--- src/rtl/bytebus_port.sv ---
module bytebus_port #(
  parameter int DATA_W   = 8,
  parameter int NUM_REGS = 20
) (
  input  logic              clk,
  input  logic              rst_n,
  input  logic              sel_n,
  input  logic              rd_wr,
  input  logic [DATA_W-1:0] bus_in,
  output logic [DATA_W-1:0] bus_out,
  output logic              bus_oe,
  output logic [DATA_W-1:0] reg_addr,
  output logic [DATA_W-1:0] reg_wdata,
  output logic              reg_we,
  input  logic [DATA_W-1:0] reg_rdata
);

  typedef enum logic [1:0] {PH_ADDR, PH_DATA, PH_RECOV} phase_t;

  phase_t phase;
  logic   is_read;
  logic   mapped;

  assign mapped = (32'(reg_addr) < NUM_REGS);

  always_ff @(posedge clk or negedge rst_n) begin
    if (!rst_n) begin
      phase    <= PH_ADDR;
      is_read  <= 1'b0;
      reg_addr <= '0;
    end else if (sel_n) begin
      phase <= PH_ADDR;
    end else begin
      unique case (phase)
        PH_ADDR: begin
          reg_addr <= bus_in;
          is_read  <= rd_wr;
          phase    <= PH_DATA;
        end
        PH_DATA:  phase <= PH_RECOV;
        default:  phase <= PH_ADDR;
      endcase
    end
  end

  assign bus_oe    = (phase == PH_DATA) && is_read && !sel_n;
  assign bus_out   = (bus_oe && mapped) ? reg_rdata : '0;
  assign reg_we    = (phase == PH_DATA) && !is_read && !sel_n && mapped;
  assign reg_wdata = bus_in;

endmodule

--- config.mk ---
export PLATFORM = sky130hd
export DESIGN_NAME = bytebus_port
export DESIGN_NICKNAME = d
export VERILOG_FILES = /design/src/rtl/bytebus_port.sv
export SDC_FILE = /design/constraint.sdc
export NUM_CORES = 1
export LEC_CHECK = 0
export CORE_UTILIZATION = 25
export CTS_CLUSTER_SIZE = 25
export DETAILED_ROUTE_END_ITERATION = 12
export DONT_BUFFER_PORTS = 1
export PLACE_DENSITY = 0.48
export SLEW_MARGIN = 20
export SYNTH_ARGS = -nofsm -noshare
export SYNTH_HDL_FRONTEND = slang
export SYNTH_SLANG_ARGS = --single-unit
--- constraint.sdc ---
create_clock -name clk -period 1.1 [get_ports clk]
set_input_delay 0 -clock clk [delete_from_list [all_inputs] [get_ports clk]]
set_output_delay 0 -clock clk [all_outputs]
set_load 0.005 [all_outputs]
==> out/metrics.csv <==
stage;metric;value;unit
timing;Slew Limit Headroom;68.7;%
run_status;failing checks;hold timing, setup timing;
timing;worst-margin pin slew;0.467;ns
detailed_routing;DR vias;453;
timing;Worst Hold Margin;-0.183;ns
setup_path;CP arrival;1.37;ns
setup_path;FF-to-FF path depth;4;
global_routing;number of global-route vias before repair;505;
floorplanning;FP Rows;17;
clocking;hold buffer count at CTS;10;
clocking;clk slew on worst S/H paths;0.06;ns
final_layout;layout cell share with drive strength beyond 1;54.9;%
logic_synthesis;top cell type's share of synthesized area;46.1;%
timing;unrepaired setup endpoints after global routing;true;
timing;setup ws final;-0.273;ns
power_and_ir_drop;Pint;0.000900;W
logic_synthesis;distinct cell type count after synthesis;13;
power_and_ir_drop;Seq pwr share;40.4;%
power_and_ir_drop;power per cell area;1300;nW/um^2
placement;# port buffers;0;
power_and_ir_drop;Peak VDD IR;0.904;mV
power_and_ir_drop;sw frac;30.9;%
final_layout;FILL cells;214;
logic_synthesis;main combinational cell family by area after synthesis;buffers and inverters;
floorplanning;Starting Density;26.7;%
logic_synthesis;Post-synth ARST share;100;%
logic_synthesis;xor/xnor share of the synthesized area;0;%
floorplanning;die width;50.9;um
global_routing;grt total ovfl;0;
clocking;H-tree level count;1;
timing;min Tclk post-route;1.37;ns
detailed_routing;Post-Route WL;1.43;mm
clocking;CTS Root Cell;clkbuf_4;
run;Max-cap violations;0;
clocking;cts bufs inserted;3;
clocking;clk_lat worst skew;0.26;ns
timing;final hold vios;2;
logic_synthesis;count leader, synth;dfrtp_1;
detailed_routing;drc violations;0;
setup_path;crit-path leading delay family;simple AND/OR/NAND/NOR gates;
final_layout;final net count;92;
setup_path;RR Startpoint;phase[1];
timing;Setup Viol. Count Final;18;
logic_synthesis;adder-cell share of the synthesized area;0;%
logic_synthesis;Top FF cell, synth;dfrtp_1;
logic_synthesis;Net Count, Synth;74;
logic_synthesis;mux cell area share after synthesis;17.0;%
clocking;CTS max path bufs;2;
power_and_ir_drop;sw power;0.000403;W
setup_path;startpoint types;flop;
detailed_routing;Initial DRC Count;2;
min_path;HP Start;sel_n;
setup_path;Reg2Reg Setup Slack;-0.21;ns
min_path;hold path cells;1;
detailed_routing;Vias/cell;4.58;
detailed_routing;DRT Pass-1 Iters;2;
final_layout;diodes inserted;0;
timing;f_max;0.728;GHz
logic_synthesis;Post-Syn Area;597;sq um
logic_synthesis;number of synthesized flops with an enable pin;0;
setup_path;critical path required time;1.10;ns
logic_synthesis;Post-Synth Simple-Gate Area;17.8;%
setup_path;CP endpoint kind;primary output;
logic_synthesis;Syn. warnings;0;
logic_synthesis;largest cells by area after synthesis;dfrtp_1, mux2_2, buf_4, nor4_1, inv_1;
power_and_ir_drop;logic gate share of total power;39.8;%
logic_synthesis;Synth Area per Inst;11.1;sq um
detailed_routing;post-route ant nets;0;
logic_synthesis;area leader, netlist;dfrtp_1;
setup_path;CP Cell Sequence;or3_4 -> buf_12 -> nor4_4;
setup_path;Worst Path Buf+Inv;1;
min_path;Hold Path End;phase[1];
floorplanning;Core ar.;2230;sq um
floorplanning;Ports;46;
setup_path;CP max FO;8;
logic_synthesis;Post-synth top cells;dfrtp_1, inv_1, mux2_2;
timing;Final Skew;0.00234;ns
setup_path;R2R Path End;reg_addr[7];
logic_synthesis;Compound-Gate Fraction of Synth Area;1.26;%
power_and_ir_drop;Total Power;0.00130;W
placement;DP HPWL;970;um
global_routing;global-route wire length before repair;2.35;mm
detailed_routing;WL/cell;14.5;um
logic_synthesis;Seq cells post-synth;11;
floorplanning;DIE HEIGHT;50.9;um
power_and_ir_drop;clock group share of total power;19.8;%
final_layout;layout overhead on the synthesized area;68.6;%
global_routing;GR Util All Layers;12.4;%
run_status;status;complete, but fails checks;
setup_path;CP max-delay cell;or3_4;
logic_synthesis;sequential element share of the synthesized area;46.1;%
setup_path;CP max stage delay;0.42;ns
timing;Final period util;125;%
logic_synthesis;Synth Instances;54;
power_and_ir_drop;leakage;0.427;nW
global_routing;largest net degree at the start of global routing;12;
placement;GP Congestion;0.621;
clocking;Clock Sinks;11;
global_routing;initial antenna violation count;0;
clocking;TritonCTS clock tree;built;
min_path;Worst Hold Class;input pin to flop;
floorplanning;DIE AREA;2590;sq um
timing;fin. max-slew vios;0;
setup_path;critical path class;flop to primary output;
cells in the final DEF, fill, tap and decap left out, drive strengths merged:
master       count
buf             14
clkbuf           4
dfrtp           11
dlygate4sd3     10
inv              9
mux2             9
nand4bb          1
nor3             1
nor3b            1
nor4             8
nor4b            1
o21a             1
or3              1
cell families after synthesis:
| logic type | Yosys count |
|---|---|
| buf+inv | 20 |
| flops | 11 |
| mux | 9 |
| simple gates | 13 |
| compound gates | 1 |
how the worst max path moves through the flow:
stage	startpoint	to	slack [ns]	cells past startpoint
final	reg_addr[7]	bus_out[0]	-0.27	3
after global routing	reg_addr[7]	bus_out[0]	-0.34	3
after CTS	reg_addr[7]	bus_out[4]	-0.29	3
after detailed placement	phase[1]	reg_addr[1]	-0.13	3
after global placement	phase[1]	reg_addr[7]	-0.09	3
after floorplan	phase[1]	is_read	-0.13	2
repair_timing:
item | in CTS | in global routing
hold endpoints to repair | 22 | 2
setup buffers | 2 | 0
cloned | 1 | 0
gates resized for setup | 24 | 2
pin swaps | 1 | 0
setup endpoints to repair | 19 | 19
sequential cells by signal (all words and copies together) (netlist names):
name	flops
reg_addr	8
phase	2
is_read	1
per-stage QoR:
| step | instances | setup slack [ns] | area, sq um | TNS [ns] | util [%] |
|---|---|---|---|---|---|
| floorplan | 54 | -0.135 | 648 | -1.27 | - |
| finish | 99 | -0.273 | 1010 | -4.21 | 45.0 |
| global placement | 82 | -0.0874 | 717 | -1.17 | 32.1 |
| global route | 99 | -0.340 | 1010 | -5.35 | 45.0 |
| CTS | 99 | -0.290 | 1000 | -4.41 | 44.9 |
| detailed placement | 82 | -0.132 | 717 | -1.54 | 32.1 |
layer usage:
layer  routed length, um  GRT usage [%]
met1                 572           14.5
met2                 754           22.0
met3                 104           2.98
met4                   0           4.17
met5                   0              0
final cells by class:
type                       count  area, sq um  share of cell area [%]
inverter                       9         33.8                    3.36
timing repair buffer          24          245                    24.4
multi-input combinational     23          390                    38.8
clock buffer                   4         26.3                    2.61
sequential                    11          275                    27.4
tap                           28         35.0                    3.48
power groups by stage:
stage | Combinational [W] | Clock (W) | Sequential (W)
final | 0.000518 | 0.000259 | 0.000526
after global routing | 0.000555 | 0.000296 | 0.000534
after CTS | 0.000519 | 0.000275 | 0.000527
after detailed placement | 0.000345 | 0 | 0.000530
after global placement | 0.000335 | 0 | 0.000530
after floorplan | 0.000195 | 0 | 0.000533
No activity file was read; power rests on OpenSTA's default activity.
